**src/rtl/tpc_pkg.sv**
```systemverilog
package tpc_pkg;
  localparam int unsigned SRC_IP_W = 32;
  localparam int unsigned DST_IP_W = 32;
  localparam int unsigned PORT_W   = 16;
  localparam int unsigned PROTO_W  = 8;
  localparam int unsigned KEY_W    = SRC_IP_W + DST_IP_W + 2 * PORT_W + PROTO_W;

  // field order is fixed: source address at the MSB end, protocol at the LSB end
  typedef struct packed {
    logic [SRC_IP_W-1:0] src_ip;
    logic [DST_IP_W-1:0] dst_ip;
    logic [PORT_W-1:0]   src_port;
    logic [PORT_W-1:0]   dst_port;
    logic [PROTO_W-1:0]  proto;
  } tuple_t;

  typedef struct packed {
    logic        vld;
    logic [KEY_W-1:0] value;
    logic [KEY_W-1:0] mask;
  } rule_t;
endpackage

```
**src/rtl/tpc_entry.sv**
```systemverilog
module tpc_entry
  import tpc_pkg::*;
(
  input  logic             clk_i,
  input  logic             rst_ni,
  input  logic             wr_sel_i,
  input  logic [KEY_W-1:0] wr_value_i,
  input  logic [KEY_W-1:0] wr_mask_i,
  input  logic             wr_valid_i,
  input  tuple_t           key_i,
  output logic             match_o
);
  rule_t rule_q;

  always_ff @(posedge clk_i or negedge rst_ni) begin
    if (!rst_ni) begin
      rule_q <= '0;
    end else if (wr_sel_i) begin
      rule_q.vld   <= wr_valid_i;
      rule_q.value <= wr_value_i;
      rule_q.mask  <= wr_mask_i;
    end
  end

  logic [KEY_W-1:0] diff;
  assign diff    = (KEY_W'(key_i) ^ rule_q.value) & rule_q.mask;
  assign match_o = rule_q.vld && (diff == '0);


  invalid_write_no_match_chk: assert property (@(posedge clk_i) disable iff (!rst_ni)
    $past(wr_sel_i && !wr_valid_i) |-> !match_o);


  write_takes_next_chk: assert property (@(posedge clk_i) disable iff (!rst_ni)
    $past(wr_sel_i && wr_valid_i && ((KEY_W'(key_i) ^ wr_value_i) & wr_mask_i) == '0)
      && $stable(key_i) |-> match_o);
endmodule

```
**src/rtl/tpc_prio.sv**
```systemverilog
module tpc_prio #(
  parameter int unsigned N = 8,
  localparam int unsigned IW = (N > 1) ? $clog2(N) : 1
) (
  input  logic [N-1:0]  req_i,
  output logic          any_o,
  output logic [IW-1:0] idx_o
);
  always_comb begin
    idx_o = '0;
    for (int i = N - 1; i >= 0; i--) begin
      if (req_i[i]) idx_o = IW'(i);
    end
  end

  assign any_o = |req_i;


  always_comb begin
    if (any_o) begin
      lowest_req_chk: assert (req_i[idx_o] && ((req_i & ((N'(1) << idx_o) - N'(1))) == '0));
    end
  end
endmodule

```
**src/rtl/tpc_classifier.sv**
```systemverilog
module tpc_classifier
  import tpc_pkg::*;
#(
  parameter int unsigned NUM_ENTRIES = 8,
  localparam int unsigned IDX_W = (NUM_ENTRIES > 1) ? $clog2(NUM_ENTRIES) : 1
) (
  input  logic             clk_i,
  input  logic             rst_ni,
  input  logic             wr_en_i,
  input  logic [IDX_W-1:0] wr_idx_i,
  input  logic [KEY_W-1:0] wr_value_i,
  input  logic [KEY_W-1:0] wr_mask_i,
  input  logic             wr_valid_i,
  input  logic             key_valid_i,
  input  logic [KEY_W-1:0] key_i,
  output logic             hit_o,
  output logic [IDX_W-1:0] hit_idx_o
);
  tuple_t               key_t;
  logic [NUM_ENTRIES-1:0] match;
  logic                 any_match;
  logic [IDX_W-1:0]     win_idx;

  assign key_t = tuple_t'(key_i);

  for (genvar e = 0; e < NUM_ENTRIES; e++) begin : g_entry
    tpc_entry u_entry (
      .clk_i      (clk_i),
      .rst_ni     (rst_ni),
      .wr_sel_i   (wr_en_i && (wr_idx_i == IDX_W'(e))),
      .wr_value_i (wr_value_i),
      .wr_mask_i  (wr_mask_i),
      .wr_valid_i (wr_valid_i),
      .key_i      (key_t),
      .match_o    (match[e])
    );
  end

  tpc_prio #(.N(NUM_ENTRIES)) u_prio (
    .req_i (match),
    .any_o (any_match),
    .idx_o (win_idx)
  );

  always_ff @(posedge clk_i or negedge rst_ni) begin
    if (!rst_ni) begin
      hit_o     <= 1'b0;
      hit_idx_o <= '0;
    end else begin
      hit_o     <= key_valid_i && any_match;
      hit_idx_o <= (key_valid_i && any_match) ? win_idx : '0;
    end
  end


  hit_needs_key_chk: assert property (@(posedge clk_i) disable iff (!rst_ni)
    hit_o |-> $past(key_valid_i));


  idle_idx_zero_chk: assert property (@(posedge clk_i) disable iff (!rst_ni)
    !hit_o |-> (hit_idx_o == '0));
endmodule

```
**config.mk**
```make
export PLATFORM = sky130hd
export DESIGN_NAME = tpc_classifier
export DESIGN_NICKNAME = d
export VERILOG_FILES = /design/src/rtl/tpc_pkg.sv /design/src/rtl/tpc_entry.sv /design/src/rtl/tpc_prio.sv /design/src/rtl/tpc_classifier.sv
export SDC_FILE = /design/constraint.sdc
export NUM_CORES = 2
export LEC_CHECK = 0
export ABC_AREA = 1
export BUFFER_PORTS_ARGS = -buffer_cell sky130_fd_sc_hd__buf_2
export CORE_ASPECT_RATIO = 1.4
export CORE_MARGIN = 1
export CORE_UTILIZATION = 40
export CTS_CLUSTER_DIAMETER = 60
export DETAILED_ROUTE_END_ITERATION = 7
export PLACE_DENSITY_LB_ADDON = 0.2
export SYNTH_ARGS = -nofsm -noshare
export SYNTH_HDL_FRONTEND = slang
export SYNTH_SLANG_ARGS = --single-unit
```
**constraint.sdc**
```tcl
create_clock -name clk_i -period 4.2 [get_ports clk_i]
set_input_delay 0.42 -clock clk_i [delete_from_list [all_inputs] [get_ports clk_i]]
set_output_delay 0.42 -clock clk_i [all_outputs]
set_load 0.1 [all_outputs]
```
* Word level (Yosys, flattened, before mapping)
Cells that the tools add are included.
** Operators by class
- Equal/unequal tests :: 7
- Mux-type cells :: 9
- Bitwise gates (word level) :: 16
- Reductions and logical operators :: 27
** Operators by type and width (number)
- bitwise AND 104 bit :: 8
- logical NOT 104 bit :: 8
- XOR 104 bit :: 8
- 2-to-1 mux 3 bit :: 9
- logical AND 1 bit :: 17
- equality test 3 bit (second input constant) :: 4
- OR reduction 8 bit :: 1
- equality test 3 x 2 -> 1 bit (second input constant) :: 2
- equality test 3 x 1 -> 1 bit (second input constant) :: 1
- logical NOT 3 bit :: 1
** Storage, ports and cells
- Register bits after elaboration :: 1676
- Logic and storage cells :: 85

* Depth between registers and ports, before layout
- Depth after elaboration :: 13
- Gate-level depth with buffers :: 18

* By module
A second synthesis with hierarchy kept.
** Second synthesis, totals
- Cell total of the unflattened synthesis :: 8707
- Area total of the unflattened synthesis :: 79008.3 sq um
** Modules (own cells, without submodules)
- tpc_entry :: times used 8, cells an instance 1082, area an instance 9839.4 sq um, sequential area each 5230.0 sq um
- tpc_classifier :: times used 1, cells an instance 29, area an instance 193.9 sq um, sequential area each 100.1 sq um
- tpc_prio :: times used 1, cells an instance 22, area an instance 98.8 sq um, sequential area each 0.0 sq um

* Worst setup path after synthesis
OpenSTA, ideal clock, no wires.
- Kind :: input to register
- Start point :: in key_i[89]
- End point :: reg hit_idx_o[1]
- Arrival time :: 1635 ps
- Setup slack :: 2446 ps
- Cell stages on the path :: 13
- Path buffers :: 1
- Cells stage by stage :: buf_2 or2_1 nand3_1 nand2_1 nor2_1 nand2_1 nor2_1 nand2_1 nor2_1 nand2_1 a31oi_1 nor2_1 and2_1
** On the way
- Word-level cells in the longest chain between the ends :: 13
** RTL lines
- start: declaration :: line tpc_classifier.sv:15 : input logic [KEY_W-1:0] key_i,
- XOR 104 bit :: line tpc_entry.sv:26 : assign diff = (KEY_W'(key_i) ^ rule_q.value) & rule_q.mask;
- bitwise AND 104 bit :: line tpc_entry.sv:26
- logical NOT 104 bit :: line tpc_entry.sv:27 : assign match_o = rule_q.vld && (diff == '0);
- logical AND 1 bit :: line tpc_entry.sv:27
- 2-to-1 mux 3 bit (8 in series) :: line tpc_prio.sv:12 : if (req_i[i]) idx_o = IW'(i);
- 2-to-1 mux 3 bit * :: line tpc_classifier.sv:51 : hit_idx_o <= (key_valid_i && any_match) ? win_idx : '0;
- end signal: assignment :: line tpc_classifier.sv:51
- end: declaration :: line tpc_classifier.sv:17 : output logic [IDX_W-1:0] hit_idx_o
Mark *: on every way between the ends. The rest lies on a longest branch, timed or not.
A chain may end at the register's enable or synchronous reset.

* Worst setup path after layout
- Start point :: reg g_entry[2].u_entry.rule_q[156] in the netlist's numbering
- End point :: reg hit_idx_o[0]
** On the way
- Word-level cells in the longest chain between the ends :: 8
** RTL lines
- start: declaration :: line tpc_entry.sv:13 : rule_t rule_q;
- XOR 104 bit * :: line tpc_entry.sv:26
- bitwise AND 104 bit * :: line tpc_entry.sv:26
- logical NOT 104 bit * :: line tpc_entry.sv:27
- logical AND 1 bit * :: line tpc_entry.sv:27
- 2-to-1 mux 3 bit (3 in series) :: line tpc_prio.sv:12
- 2-to-1 mux 3 bit * :: line tpc_classifier.sv:51
Marks and branches as above.

==> results.cfg <==
[run_status]
run_status = finished with violations
violations = design-rule violations

[cts]
htreeDepth = 4
cts_sinks = 1676
ctsHoldBuffers = 147
insertion_delay_ns = 0.84
clk_pin_slew_ns = 0.06
cts-resized-gates = 0
cts_root_buf = clkbuf_16
clk_path_buf_depth = 3
post_cts_buffers = 0
cts_tree = done
numCtsBuffers = 175

[final_layout]
fin_cells = 12500
nNetsFinal = 10100
area_growth_pct = 14.5
design_area_um2 = 87100
drive_gt1_share_pct = 9.70
nFillCells = 18800

[synth]
synth_top_area_share_pct = 55.1
synth_edf_count = 0
synthArstFlopShare_pct = 100
synth.area.top_cells = dfrtp_1 (55%), nand2_1 (16%), o21ai_0 (11%), nand3_1 (4.8%), inv_1 (3.2%)
yosysUniqueCellTypes = 28
synth-seq-area-share_pct = 55.1
synth_fp_nets = 9866
ys_ff_latch = 1676
netlist_instances = 9546
synth_area_um2 = 76100
ys_warn_count = 0
yosys.area.top_type = dfrtp_1
yosys_most_used_dff = dfrtp_1
avgSynthCellArea_um2 = 7.97

[placement]
postPlaceCellArea_um2 = 79800
gp_congestion = 0.961
post-place-cells = 12000
port_buffers = 323
dpl.hpwl_um = 200000

[worst_setup_path]
end_kind = flip-flop
crit_arrival_ns = 3.85
ff2ff_setup_slack_ns = 1.12
cp-start-kind = flip-flop
worstSetupPathType = flip-flop to flip-flop
cp.required_ns = 4.97
critPathMaxFanout = 3

[sta]
rsz0062_at_grt = no
setup_viol_count_final = 0
worst_pin_slew_ns = 1.24
timing.fmax_mhz = 325
setup_tns_ns = 0
finClkSkew_ns = 0.0293
hold_viol = 0
fin_crit_ns = 3.08
report.final.slew_viol_count = 0
fin_crit_sh_pct = 73.4
holdWs_ns = 0.0561
slew_headroom_pct = 17.2

[routing]
ant_nets = 0
num_vias = 64100
drt_wl_total_um = 271000
viasPerCell = 5.15
drtIter0Drc = 6196
firstDrtPassIters = 8
wire_per_inst_um = 21.8
route.detailed.drc = 4

[global_route]
grt_usage_pct = 28.1
grt_pass1_wl_um = 396000
overflow = 0
grt_pass1_vias = 59000
grt_max_degree = 207
antenna_found_initial = 57

[floorplan]
die_y_um = 518
core_um2 = 189000
row_count = 189
pin_count = 324
initial_core_util_pct = 40.2
die_w_um = 371
die_area_um2 = 192000

[job]
maxCapViolCount = 0

[power_and_ir_drop]
power_density_nw_per_um2 = 527
p_leak_nw = 43.1
power_mw = 45.9
peakVddDrop_mv = 0.491

[worst_hold_path]
worstHoldPathType = input pin to flip-flop
[synth_stat cells, types with 57 or more instances]
master / count
clkbuf_1: 293
dfrtp_1: 1676
a21oi_1: 125
o21ai_0: 1601
buf_2: 105
or2_2: 206
inv_2: 57
inv_1: 643
or2_1: 148
nand2_1: 3322
nand3_1: 732
nor2_1: 483
[registers in the layout, indices dropped and copies added, names as in the netlist]
| name | count |
|---|---|
| g_entry.u_entry.rule_q | 1672 |
| hit_idx_o | 3 |
| hit_o | 1 |
[per-stage QoR]
step	util [%]	worst slack (ns)
2_1_floorplan	-	2.45
3_3_place_gp	42.2	0.924
3_5_place_dp	42.2	0.959
4_1_cts	46.0	1.24
5_1_grt	46.0	0.989
6_report	46.1	1.12
[worst max-delay path, stage by stage (launching register included)]
cell     delay [ns]
dfrtp_1        0.38
or2_1          0.20
nand3_1        0.24
nand2_1        0.09
nor2_1         0.67
nand2_1        0.11
nor2_1         0.31
nand2_1        0.09
nor2_1         0.34
nand2_1        0.17
nand2_2        0.12
o21ai_2        0.06
nand2_2        0.07
nand2_1        0.06
a21oi_2        0.09
[layout make-up]
type                       instances  area [µm²]  area share [%]
timing repair buffer             562        4280            4.91
sequential                      1676       41900            48.1
clock buffer                     267        5210            5.98
antenna                           16        40.0          0.0460
multi-input combinational       6698       29300            33.7
inverter                         700        2630            3.02
tap                             2483        3110            3.57
clock inverter                    48         581           0.666
[logic make-up after synthesis]
| kind of cell | synth area share, % |
|---|---|
| compound gates | 11.8 |
| simple gates | 26.6 |
| buf+inv | 6.42 |
| flops | 55.1 |
| xor+xnor | 0.0345 |
[power breakdown]
part           switching (mW)  total (mW)  internal, mW
Combinational            6.01        9.00          2.99
Clock                    6.77        15.8          9.05
Sequential               1.90        21.1          19.2
Total                    14.7        45.9          31.3
[routing by layer]
metal | vias to the layer above | share of wire, % | routed length [µm] | global-route usage, %
li1 | 30900 | - | - | -
met1 | 30800 | 42 | 113000 | 37.3
met2 | 2010 | 47 | 128000 | 45.6
met3 | 408 | 6.7 | 18100 | 4.54
met4 | 40 | 4.4 | 12100 | 11.7
met5 | - | 0.091 | 248 | 0
[placed cells by master, fill, tap and decap left out, types with 5 or more instances in the layout]
| cell | count |
|---|---|
| a21oi_1 | 125 |
| buf_12 | 40 |
| buf_2 | 322 |
| buf_4 | 53 |
| bufinv_16 | 8 |
| clkbuf_1 | 45 |
| clkbuf_16 | 176 |
| clkbuf_8 | 46 |
| clkinv_2 | 24 |
| dfrtp_1 | 1676 |
| diode_2 | 16 |
| dlygate4sd3_1 | 147 |
| inv_1 | 643 |
| inv_2 | 57 |
| inv_6 | 5 |
| nand2_1 | 3316 |
| nand2_4 | 6 |
| nand3_1 | 731 |
| nor2_1 | 483 |
| o21a_1 | 8 |
| o21ai_0 | 1601 |
| o21ai_1 | 40 |
| o22ai_1 | 9 |
| or2_0 | 5 |
| or2_1 | 148 |
| or2_2 | 206 |
[final timing paths]
kind                                                             from                                         end  cells past startpoint
setup / recovery           g_entry[2].u_entry.rule_q[156]$_DFFE_PN0P_                      hit_idx_o[0]$_DFF_PN0_                     14
hold / removal                                         wr_value_i[83]  g_entry[7].u_entry.rule_q[187]$_DFFE_PN0P_                      3
setup reg to reg           g_entry[2].u_entry.rule_q[156]$_DFFE_PN0P_                      hit_idx_o[0]$_DFF_PN0_                     14
hold reg to reg             g_entry[3].u_entry.rule_q[79]$_DFFE_PN0P_   g_entry[3].u_entry.rule_q[79]$_DFFE_PN0P_                      2
max in group asynchronous                                      rst_ni  g_entry[3].u_entry.rule_q[126]$_DFFE_PN0P_                      4
min in group asynchronous                                      rst_ni  g_entry[6].u_entry.rule_q[192]$_DFFE_PN0P_                      2
Power figures use the tool's default switching activity.
